`config.mk`:
```
export PLATFORM = sky130hd
export DESIGN_NAME = zs_readout_fmt
export DESIGN_NICKNAME = d
export VERILOG_FILES = /design/src/rtl/zs_pkg.sv /design/src/rtl/zs_hit_filter.sv /design/src/rtl/zs_scan_ctrl.sv /design/src/rtl/zs_link_emitter.sv /design/src/rtl/zs_readout_fmt.sv
export SDC_FILE = /design/constraint.sdc
export NUM_CORES = 1
export LEC_CHECK = 0
export ABC_AREA = 1
export ABC_CLOCK_PERIOD_IN_PS = 3900
export BUFFER_PORTS_ARGS = -buffer_cell sky130_fd_sc_hd__buf_2
export CORE_MARGIN = 3
export CORE_UTILIZATION = 30
export DETAILED_ROUTE_END_ITERATION = 10
export HOLD_SLACK_MARGIN = 0.12
export PLACE_DENSITY = 0.46
export SKIP_LAST_GASP = 1
export SYNTH_ARGS = -nofsm -noshare
export SYNTH_HDL_FRONTEND = slang
export SYNTH_SLANG_ARGS = --single-unit
```
`constraint.sdc`:
```
create_clock -name clk -period 3.9 [get_ports clk]
set_input_delay 0 -clock clk [delete_from_list [all_inputs] [get_ports clk]]
set_output_delay 0 -clock clk [all_outputs]
set_load 0.02 [all_outputs]
```
`src/rtl/zs_pkg.sv`:
```
package zs_pkg;
    parameter int unsigned NUM_PATHS   = 4;
    parameter int unsigned CH_PER_PATH = 16;
    parameter int unsigned BYTE_W      = 8;

    localparam int unsigned STEP_W = $clog2(CH_PER_PATH);
    localparam int unsigned PATH_W = $clog2(NUM_PATHS);
    localparam int unsigned CHAN_W = STEP_W + PATH_W;
    localparam int unsigned MOD_W  = BYTE_W - CHAN_W;
    localparam logic [BYTE_W-1:0] END_MARK = '1;

    typedef logic [BYTE_W-1:0] sample_t;
    typedef logic [STEP_W-1:0] step_t;
    typedef logic [PATH_W-1:0] path_t;
    typedef logic [NUM_PATHS-1:0] mask_t;

    typedef struct packed {
        sample_t [NUM_PATHS-1:0] val;
        logic                    last;
        step_t                   step;
    } batch_t;

    typedef enum logic {PH_ADDR, PH_DATA} phase_e;

    // Lowest set bit index of a hit mask (0 if empty).
    function automatic path_t lowest_hit(mask_t m);
        path_t idx = '0;
        for (int i = NUM_PATHS - 1; i >= 0; i--) begin
            if (m[i]) idx = path_t'(i);
        end
        return idx;
    endfunction

    function automatic sample_t pack_addr(logic [MOD_W-1:0] mod, path_t p, step_t s);
        return {mod, p, s};
    endfunction
endpackage

```
`src/rtl/zs_hit_filter.sv`:
```
module zs_hit_filter
    import zs_pkg::*;
(
    input  batch_t  batch,
    input  sample_t thresh,
    output mask_t   hits
);
    for (genvar p = 0; p < NUM_PATHS; p++) begin : g_cmp
        assign hits[p] = batch.val[p] > thresh;
    end
endmodule

```
`src/rtl/zs_scan_ctrl.sv`:
```
module zs_scan_ctrl
    import zs_pkg::*;
(
    input  logic                        clk,
    input  logic                        rst,
    input  logic                        start,
    input  logic                        adc_valid,
    input  logic [NUM_PATHS*BYTE_W-1:0] adc_data,
    input  logic                        em_ready,
    output logic                        em_load,
    output batch_t                      batch,
    output logic                        conv_start,
    output step_t                       conv_step
);
    localparam step_t LAST_STEP = step_t'(CH_PER_PATH - 1);

    logic                    waiting_q;
    logic                    pend_q;
    logic                    pend_last_q;
    sample_t [NUM_PATHS-1:0] pend_val_q;

    assign em_load = pend_q && em_ready;

    always_comb begin
        batch.val  = pend_val_q;
        batch.last = pend_last_q;
        batch.step = conv_step;
    end

    always_ff @(posedge clk) begin
        if (rst) begin
            conv_start  <= 1'b0;
            conv_step   <= '0;
            waiting_q   <= 1'b0;
            pend_q      <= 1'b0;
            pend_last_q <= 1'b0;
            pend_val_q  <= '0;
        end else begin
            conv_start <= 1'b0;
            if (start) begin
                conv_start <= 1'b1;
                conv_step  <= '0;
                waiting_q  <= 1'b1;
            end
            if (waiting_q && adc_valid) begin
                waiting_q   <= 1'b0;
                pend_q      <= 1'b1;
                pend_last_q <= (conv_step == LAST_STEP);
                for (int p = 0; p < NUM_PATHS; p++) begin
                    pend_val_q[p] <= adc_data[p*BYTE_W +: BYTE_W];
                end
            end
            if (em_load) begin
                pend_q <= 1'b0;
                if (!pend_last_q) begin
                    conv_start <= 1'b1;
                    conv_step  <= conv_step + 1'b1;
                    waiting_q  <= 1'b1;
                end
            end
        end
    end
endmodule

```
`src/rtl/zs_link_emitter.sv`:
```
module zs_link_emitter
    import zs_pkg::*;
(
    input  logic             clk,
    input  logic             rst,
    input  logic             load,
    input  batch_t           batch,
    input  mask_t            hits,
    input  logic [MOD_W-1:0] mod_id,
    output logic             ready,
    output sample_t          link_data,
    output logic             link_valid,
    output logic             done
);
    sample_t [NUM_PATHS-1:0] val_q;
    mask_t                   mask_q;
    logic                    last_q;
    step_t                   step_q;
    phase_e                  phase_q;
    path_t                   sel;

    assign sel   = lowest_hit(mask_q);
    assign ready = (mask_q == '0) && !last_q;

    always_ff @(posedge clk) begin
        if (rst) begin
            val_q      <= '0;
            mask_q     <= '0;
            last_q     <= 1'b0;
            step_q     <= '0;
            phase_q    <= PH_ADDR;
            link_data  <= '0;
            link_valid <= 1'b0;
            done       <= 1'b0;
        end else begin
            link_valid <= 1'b0;
            done       <= 1'b0;
            if (load) begin
                val_q   <= batch.val;
                mask_q  <= hits;
                last_q  <= batch.last;
                step_q  <= batch.step;
                phase_q <= PH_ADDR;
            end else if (mask_q != '0) begin
                link_valid <= 1'b1;
                if (phase_q == PH_ADDR) begin
                    link_data <= pack_addr(mod_id, sel, step_q);
                    phase_q   <= PH_DATA;
                end else begin
                    link_data   <= val_q[sel];
                    mask_q[sel] <= 1'b0;
                    phase_q     <= PH_ADDR;
                end
            end else if (last_q) begin
                link_valid <= 1'b1;
                link_data  <= END_MARK;
                last_q     <= 1'b0;
                done       <= 1'b1;
            end
        end
    end
endmodule

```
`src/rtl/zs_readout_fmt.sv`:
```
module zs_readout_fmt
    import zs_pkg::*;
#(
    parameter int unsigned DROP_W = 8
) (
    input  logic                        clk,
    input  logic                        rst,
    input  logic                        accept,
    input  logic [BYTE_W-1:0]           thresh,
    input  logic [MOD_W-1:0]            mod_id,
    input  logic                        adc_valid,
    input  logic [NUM_PATHS*BYTE_W-1:0] adc_data,
    output logic                        conv_start,
    output logic [STEP_W-1:0]           conv_step,
    output logic [BYTE_W-1:0]           link_data,
    output logic                        link_valid,
    output logic [DROP_W-1:0]           drop_cnt
);
    localparam logic [DROP_W-1:0] DROP_MAX = '1;

    logic   busy_q;
    logic   start;
    logic   em_ready;
    logic   em_load;
    logic   em_done;
    batch_t batch;
    mask_t  hits;

    assign start = accept && !busy_q;

    always_ff @(posedge clk) begin
        if (rst) begin
            busy_q   <= 1'b0;
            drop_cnt <= '0;
        end else begin
            if (start)        busy_q <= 1'b1;
            else if (em_done) busy_q <= 1'b0;
            if (accept && busy_q && drop_cnt != DROP_MAX) drop_cnt <= drop_cnt + 1'b1;
        end
    end

    zs_scan_ctrl u_ctrl (
        .clk        (clk),
        .rst        (rst),
        .start      (start),
        .adc_valid  (adc_valid),
        .adc_data   (adc_data),
        .em_ready   (em_ready),
        .em_load    (em_load),
        .batch      (batch),
        .conv_start (conv_start),
        .conv_step  (conv_step)
    );

    zs_hit_filter u_filt (
        .batch  (batch),
        .thresh (thresh),
        .hits   (hits)
    );

    zs_link_emitter u_emit (
        .clk        (clk),
        .rst        (rst),
        .load       (em_load),
        .batch      (batch),
        .hits       (hits),
        .mod_id     (mod_id),
        .ready      (em_ready),
        .link_data  (link_data),
        .link_valid (link_valid),
        .done       (em_done)
    );
endmodule

```
# Word level (Yosys, flattened, before mapping)
# Cells that the tools add are included.
[classes]
addsub = 2
magnitude_cmp = 6
eq_ne = 3
n_mux = 31
n_bitwise = 3
reduce_logical = 19
[op_table]
columns = ["op", "n"]
rows = [
  ["greater-than comparator 8 bit", 4],
  ["two-way mux 8 bit", 4],
  ["two-way mux 4 bit", 6],
  ["binary-select mux 8 bit (select 2 bit)", 1],
  ["two-way mux 1 bit", 15],
  ["adder 8 x 1 -> 8 bit (second input constant)", 1],
  ["two-way mux 2 bit", 4],
  ["!= test 8 bit (second input constant)", 1],
  ["nonzero test 2 bit", 4],
  ["logical AND 1 bit", 7],
  ["adder 4 x 1 -> 4 bit (second input constant)", 1],
  ["AND 4 bit", 1],
  ["== test 4 bit (second input constant)", 1],
  ["zero test 4 bit", 1],
  ["NOT 4 bit", 1],
  ["AND reduction 2 bit", 2],
  ["nonzero test 4 bit", 1],
  ["< comparator 2 x 3 -> 1 bit (second input constant)", 1],
  ["OR reduction 3 bit", 1],
  ["demux 1 bit (select 2 bit)", 1],
  ["greater-or-equal comparator 2 x 1 -> 1 bit (second input constant)", 1],
  ["zero test 1 bit", 2],
  ["!= test 2 bit (second input constant)", 1],
  ["OR reduction 2 bit", 1],
  ["NOT 1 bit", 1],
]
[word_totals]
reg_bits = 101
out_inout_bits = 22
elab_cells = 86

# Logic depth before layout (Yosys ltp)
# Gate-level depths: netlist of run 1.
[depth]
word_depth = 13
mapped_depth = 9
ltp_nobuf = 9

# By module
# From an unflattened synthesis of run 1, not the netlist that was laid out.
[hier_totals]
hier_cells = 698
area_unflattened_um2 = 5086.1
[modules_own_cells]
columns = ["mod", "instances", "cells_per_inst", "area_per_inst_um2", "seq_area_each_um2"]
rows = [
  ["zs_link_emitter", 1, 317, 2252.2, 1041.0],
  ["zs_scan_ctrl", 1, 194, 1560.2, 800.8],
  ["zs_hit_filter", 1, 123, 790.8, 0.0],
  ["zs_readout_fmt", 1, 64, 483.0, 180.2],
]

# Worst setup path before layout of run 1
# Ideal clock, no wire load.
[synth_timing]
path_kind = "register -> register"
from = "register drop_cnt[0]"
to = "register drop_cnt[3]"
setup_time_ns = 0.118
arrival_ns = 1.314
t_required_ns = 3.782
setup_slack_ns = 2.468
path_stages_with_launch = 9
path_buffers = 0
synth_period_minus_slack_ns = 1.432
cell_sequence = "dfxtp_1 -> ha_1 -> nand2_1 -> nor2_1 -> nand2_1 -> nand2_1 -> o21ai_0 -> nand2_1 -> nor2_1"
[synth_between]
elab_chain_cells = 2
elab_cells_between_ends = 3
[synth_rtl]
columns = ["item", "line_no", "rtl"]
rows = [
  ["from (decl)", "zs_readout_fmt.sv:17", "output logic [DROP_W-1:0] drop_cnt"],
  ["from (signal assigned)", "zs_readout_fmt.sv:38", "if (accept && busy_q && drop_cnt != DROP_MAX) drop_cnt <= drop_cnt + 1'b1;"],
  ["parallel branches: the longest is 2 deep, another holds adder 8 x 1 -> 8 bit", "--", ""],
]
# Parallel ways; which one is timed is not known.
# A chain may end at the register's enable or synchronous reset.

# Worst setup path in the final report of run 1
[layout_timing]
from = "register u_emit.mask_q[0]"
to = "register u_emit.val_q[16] (netlist bit)"
[layout_between]
elab_chain_cells = 3
[layout_rtl]
columns = ["item", "line_no", "rtl"]
rows = [
  ["from (decl)", "zs_link_emitter.sv:16", "mask_t mask_q;"],
  ["from (signal assigned)", "zs_link_emitter.sv:40", "mask_q <= hits;"],
  ["zero test 4 bit", "zs_link_emitter.sv:23", "assign ready = (mask_q == '0) && !last_q;"],
  ["logical AND 1 bit", "zs_link_emitter.sv:23", ""],
  ["logical AND 1 bit", "zs_scan_ctrl.sv:22", "assign em_load = pend_q && em_ready;"],
  ["to (signal assigned)", "zs_link_emitter.sv:39", "val_q <= batch.val;"],
  ["to (decl)", "zs_link_emitter.sv:15", "sample_t [NUM_PATHS-1:0] val_q;"],
]
# No other way between the ends.

==> results of run 1 <==
repair_timing:
item	CTS	global route
endpoints found under the hold margin	46	0
resized for setup	0	0
hold buffers	38	0
state kept, by name, summed over array words and instances (netlist names):
name / cells
u_emit.link_valid: 1
u_ctrl.batch: 32
u_emit.step_q: 4
u_ctrl.waiting_q: 1
u_emit.done: 1
u_emit.last_q: 1
u_ctrl.conv_start: 1
u_emit.phase_q: 1
u_emit.val_q: 32
u_ctrl.pend_last_q: 1
busy_q: 1
u_ctrl.conv_step: 4
u_emit.link_data: 8
u_emit.mask_q: 4
u_ctrl.pend_q: 1
drop_cnt: 8
cells in the mapped netlist:
library cell	count
a21oi_1	54
buf_2	4
buf_4	8
buf_6	2
clkbuf_1	14
clkinv_1	1
dfxtp_1	101
ha_1	34
inv_1	97
inv_2	1
nand2_1	130
nand2_2	1
nand2_4	2
nand3_1	45
nand4_1	7
nor2_1	61
nor2_4	2
nor2_8	1
nor3_1	7
o211ai_1	1
o211ai_2	1
o21a_1	1
o21ai_0	63
o21ai_1	1
o21ai_2	4
o22ai_2	15
o31ai_1	1
o32ai_2	1
xnor2_1	1
xor2_1	1
critical path, delay by kind of cell, from the launching register on:
kind | cells | cell delay [ns]
buffers and inverters | 2 | 0.69
and+or+nand+nor | 6 | 1.12
DFF | 1 | 0.35
AOI/OAI and AO/OA | 1 | 0.09
worst max-delay path by stage:
stage                     start          endpoint  cells past startpoint
2_1_floorplan       drop_cnt[0]       drop_cnt[3]                      8
3_3_place_gp   u_emit.mask_q[0]  u_emit.mask_q[2]                      9
3_5_place_dp   u_emit.mask_q[0]  u_emit.val_q[16]                      9
4_1_cts        u_emit.mask_q[0]  u_emit.mask_q[2]                      9
5_1_grt        u_emit.mask_q[0]  u_emit.val_q[20]                      9
6_report       u_emit.mask_q[0]  u_emit.val_q[16]                      9
power by group through the flow:
stage | Combinational [mW] | Clock (mW) | Sequential [mW]
5_1_grt | 0.370 | 0.988 | 1.11
3_3_place_gp | 0.290 | 0 | 1.13
2_1_floorplan | 0.201 | 0 | 1.13
3_5_place_dp | 0.297 | 0 | 1.13
6_report | 0.323 | 0.925 | 1.11
4_1_cts | 0.328 | 0.956 | 1.11
per-stage QoR:
| stage | instances | util | power (mW) |
|---|---|---|---|
| final | 973 | 0.3814 | 2.356 |
| after global routing | 973 | 0.3814 | 2.471 |
| after CTS | 973 | 0.3814 | 2.391 |
| after detailed placement | 920 | 0.3388 | 1.429 |
| after global placement | 920 | 0.3388 | 1.421 |
| after floorplan | 662 | - | 1.333 |
metal layers:
layer	GRT usage	vias to the layer above	share of wire
li1	-	2326	-
met1	0.2122	1964	0.51
met2	0.2184	59	0.43
met3	0.02288	21	0.032
met4	0.06787	0	0.028
met5	0	-	0
logic make-up after synthesis:
group,Yosys count,share of synthesized area
simple gates,256,0.2207
flops,101,0.4086
fa+ha+maj,34,0.08597
buf+inv,127,0.1064
xor+xnor,2,0.003540
compound gates,142,0.1747
final cells by class:
| class | count | area, sq um |
|---|---|---|
| Clock buffer | 12 | 256.5 |
| Clock inverter | 3 | 43.79 |
| Fill cell | 1756 | 9898 |
| Inverter | 99 | 371.6 |
| Multi-Input combinational cell | 434 | 2400 |
| Sequential cell | 101 | 2022 |
| Tap cell | 216 | 270.3 |
| Timing Repair Buffer | 108 | 738.2 |
==> metrics.txt, run 1 <==
largest net degree at the start of global routing=58; first-pass GRT wire length=21.10 mm; clock latency on the worst-skew pair=0.35 ns; Die Span Y=134.4 microns; R2R Setup Slk=1.51 ns; max capacitance violation total=0; most frequent cells in the layout=nand2_1 (130), dfxtp_1 (101), inv_1 (97); sequential power share=0.470; cells on worst reg2reg path=9; Initial Utilization=0.3093; n_diodes=0; Setup violations, final=0; worst hold path class=in2reg; Port Buf Inserts=67; post-CTS setup buffer count=0; RR Endpoint=u_emit.val_q[16]; CP max FO=23; Area after DPL=5421 sq um; Yosys cell types=30; vias in the first global route=4,060; final hold viol count=0; Pwr Density=386.1 nW/um^2; period utilization=0.6126; DR pass1 iterations=4; Die W=134.4 microns; P_leak=2.743 nW; top cells by area, synth=dfxtp_1 (41%), nand2_1 (9.9%), ha_1 (8.6%), inv_1 (7.4%), o21ai_0 (6.4%); io pins=68; maximum vdd drop=213.2 uV; row cnt=46; share of layout cells above drive strength 1=0.1480; PnR worst setup slack=1.511 ns; Final ANT Viol Nets=0; P_int=1.733 mW; hold depth=5; die area=18,070 sq um; post-synth top area share=0.4086; nets=833; Avg Cell Area, Syn=7.475 sq um; final instance area=6102 sq um; switching power share of the total=0.2643; Synth Instances=662; sw power=0.6226 mW; Clock Power Share=0.393; final wirelength=13.19 mm; Worst slew margin=0.5669; drc violations=0; Worst Tran Pin Value=0.6487 ns; Fin Clk Skew=0.01012 ns; average routed wire per standard cell=13.55 microns; GR Util All Layers=0.1481; register bit total from synthesis=101; Setup WS pre-CTS=1.484 ns; core area=16,000 sq um; H-tree depth=3; Layout Area Growth over Synthesis=23.31%; combinational power share=0.137; Detailed Place HPWL=9.939 mm; critical path startpoint category=flip-flop; Critical Path End Type=flip-flop; post-layout min period=2.389 ns; FMAX=418.5 MHz; RSZ-0062 raised after global routing=false; CTS Buf Count=9; Remaining Overflow, GRT=0; status=finished clean; gpl congestion=0.8104; crit path DAT=2.60 ns; CP peak stage delay=0.38 ns; critical-path cell list=nor2_4 -> nand2_4 -> nor2_4 -> nand2_4 -> nand2_2 -> buf_4 -> inv_1 -> nand2_1 -> o21ai_0; clock sinks=101; DR iter-0 viols=191; register area share after synthesis=0.4086; Worst Hold End=u_emit.mask_q[0]; kind of critical path=reg2reg; Fin Hold WS=0.2272 ns; Worst R2R Start=u_emit.mask_q[0]; vias per inst=4.491; post-synth top area cell=dfxtp_1; Slew Viols, Final=0; CP required=4.11 ns; Post-Synthesis Cell Area=4948 sq um; TNS Setup=0 ns; slowest cell on the critical path=inv_1; syn nets=742; clock transition at the registers of the reported paths=0.07 ns; via count=4,370; synth warn=0; CTS Root Cell=clkbuf_16; CTS tree=yes; initial antenna violation count=0; clk buf depth=2; Hold Startpoint=thresh[0]; commonest non-fill, non-tap cell in the layout=nand2_1
No activity file was read; power rests on OpenSTA's default activity.
==> run 2, diff against run 1 <==
Settings changed: ABC_AREA 1 to 0, ABC_CLOCK_PERIOD_IN_PS 3900 to 2300.
Clock period 3.9 ns to 2.3 ns, I/O delays scaled along.
==> run 2 against run 1 <==
Effect of this change: final cell count down 7.3%; clock skew down 0.0020 ns; power up 62%; clock power up 69%; non-clock buffer count up 8; first-iteration DRC count up 43%; via count up 2.3%; register-to-register slack worse by 1.2 ns; critical path type unchanged; largest cell class unchanged; largest power group unchanged.
==> metrics.txt, run 2 <==
status=finished clean; Post-Synthesis Cell Area=4867 sq um; CP peak stage delay=0.73 ns; DR pass1 iterations=5; largest net degree at the start of global routing=36; utilization after layout=0.3882; vias per inst=4.957; Post-synth top cells=nand2_1 (150), dfxtp_1 (101), a21oi_1 (88); sw power=0.9979 mW; Clock Power Share=0.409; Worst R2R Start=u_emit.mask_q[0]; P_leak=2.402 nW; Slew Viols, Final=0; post-CTS setup buffer count=0; Worst Tran Pin Value=0.6831 ns; synth warn=0; clk buf depth=2; critical path startpoint category=flip-flop; clock latency on the worst-skew pair=0.36 ns; Yosys cell types=59; GR Util All Layers=0.1645; post-synth top area cell=dfxtp_1; CP required=2.59 ns; gpl congestion=0.8572; CP max FO=26; Reg area=2022 sq um; Port Buf Inserts=67; Worst slew margin=0.5398; Avg Cell Area, Syn=8.098 sq um; Pwr Density=632.6 nW/um^2; CTS tree=yes; Detailed Place HPWL=10.18 mm; vias in the first global route=4,461; clock transition at the registers of the reported paths=0.07 ns; post-layout min period=2.034 ns; row cnt=45; top cells by area, synth=dfxtp_1 (42%), nand2_1 (12%), a21oi_1 (9.0%), ha_1 (8.7%), clkbuf_1 (2.4%); P_int=2.818 mW; slowest cell on the critical path=or4_4; Final ANT Viol Nets=0; area of the multi-input gates=2592 sq um; via count=4,471; EDFF count, synth=0; core area=15,540 sq um; final hold viol count=0; TNS Setup=0 ns; clock sinks=101; Synth Instances=601; Setup violations, final=0; io pins=68; worst hold path class=in2reg; share of flip-flops with an asynchronous set or reset=0; WP buf/inv=1; CTS Root Cell=clkbuf_16; average routed wire per standard cell=15.81 microns; final wirelength=14.26 mm; CTS Buf Count=9; Fin Clk Skew=0.008139 ns; max capacitance violation total=0; crit path DAT=2.32 ns; Die W=133.4 microns; Hold Startpoint=adc_valid; post-CTS sizing=0; DR iter-0 viols=274; initial antenna violation count=0; Layout Area Growth over Synthesis=23.93%; top_reg_cell synth=dfxtp_1; fillers=1,638; post-synth top area share=0.4154; most frequent cells in the layout=nand2_1 (150), dfxtp_1 (101), a21oi_1 (88); n_diodes=0; Top delay family on crit path=simple AND/OR/NAND/NOR gates; first-pass GRT wire length=23.24 mm; Initial Utilization=0.3132; RSZ-0062 raised after global routing=false; share of layout cells above drive strength 1=0.1548; drc violations=0; FMAX=491.7 MHz; kind of critical path=reg2reg; Critical Path End Type=flip-flop; maximum vdd drop=407.4 uV; count leader, synth=nand2_1; register area share after synthesis=0.4154; critical-path cell list=or4_4 -> nor2_4 -> buf_4 -> o2111ai_1 -> o21ai_1; H-tree depth=3; switching power share of the total=0.2615; CP startpoint=u_emit.mask_q[0]; Remaining Overflow, GRT=0; nets=766; die area=17,790 sq um; register bit total from synthesis=101; combinational power share=0.111; sequential power share=0.481; Die Span Y=133.4 microns; syn nets=681; period utilization=0.8843; commonest non-fill, non-tap cell in the layout=nand2_1
[run 2: changes by cell type after synthesis, sizes merged, moves of 8 or more]
cell	previous run	this run
nand2	133	150
nor4	0	10
nor3	7	19
clkbuf	14	31
nor2b	0	14
o22ai	15	1
o31ai	1	9
o21ai	68	12
nor2	64	16
a21oi	54	88
nand3	45	8
inv	98	16
[run 2: final cells by class]
type | instances | share of cell area
timing repair buffer | 116 | 0.1315
clock buffer | 9 | 0.03734
clock inverter | 7 | 0.01245
tap | 211 | 0.04377
multi-input combinational | 442 | 0.4298
inverter | 16 | 0.009956
sequential | 101 | 0.3352
[run 2: stage by stage]
stage	instances	worst slack, ns	cell area [sq um]	total power [mW]	hold slack (ns)
after floorplan	601	0.6664	4867	2.111	0.1360
after global placement	850	0.3494	5371	2.245	0.2399
after detailed placement	850	0.3088	5371	2.258	0.2449
after CTS	902	0.2655	6032	3.865	0.2474
after global routing	902	0.1203	6032	3.993	0.2922
final	902	0.2661	6032	3.816	0.2212
[run 2: kinds of logic (layout without fill, tap and decap cells)]
kind of cell    Yosys count  in the layout  share of synthesized area
fa+ha+maj                34             34                    0.08740
mux                       1              1                   0.002057
buf+inv                  58            148                    0.05321
flops                   101            101                     0.4154
simple gates            257            257                     0.2537
compound gates          145            145                     0.1792
xor+xnor                  5              5                   0.008997
[run 2: final timing paths]
| check | endpoint | slack (ns) | cells past startpoint |
|---|---|---|---|
| setup / recovery | u_emit.mask_q[3] | 0.27 | 5 |
| hold / removal | u_ctrl.pend_last_q | 0.22 | 5 |
| setup reg to reg | u_emit.mask_q[3] | 0.27 | 5 |
| hold reg to reg | u_emit.val_q[23] | 0.45 | 2 |
[run 2: worst min-delay path, delay by kind of cell]
family / cells / cell delay, ns
compound gates: 1 / 0.05
buf+inv: 2 / 0.31
simple gates: 2 / 0.15
[run 2: per-layer routing]
layer,vias up,track usage,share of wire
met4,0,0.05314,0.025
met3,26,0.04267,0.036
met1,2091,0.2080,0.48
met5,-,0,0
li1,2278,-,-
met2,76,0.2743,0.46
[run 2: power groups by stage]
| stage | Clock, mW | Combinational, mW | Sequential, mW |
|---|---|---|---|
| after global placement | 0 | 0.368 | 1.88 |
| after detailed placement | 0 | 0.381 | 1.88 |
| after floorplan | 0 | 0.245 | 1.87 |
| after CTS | 1.60 | 0.429 | 1.84 |
| final | 1.56 | 0.422 | 1.84 |
| after global routing | 1.67 | 0.481 | 1.84 |
[run 2: what timing repair did]
item | CTS | global route
endpoints found under the hold margin | 37 | 0
hold buffers | 36 | 0
endpoints found under the setup margin | 0 | 0
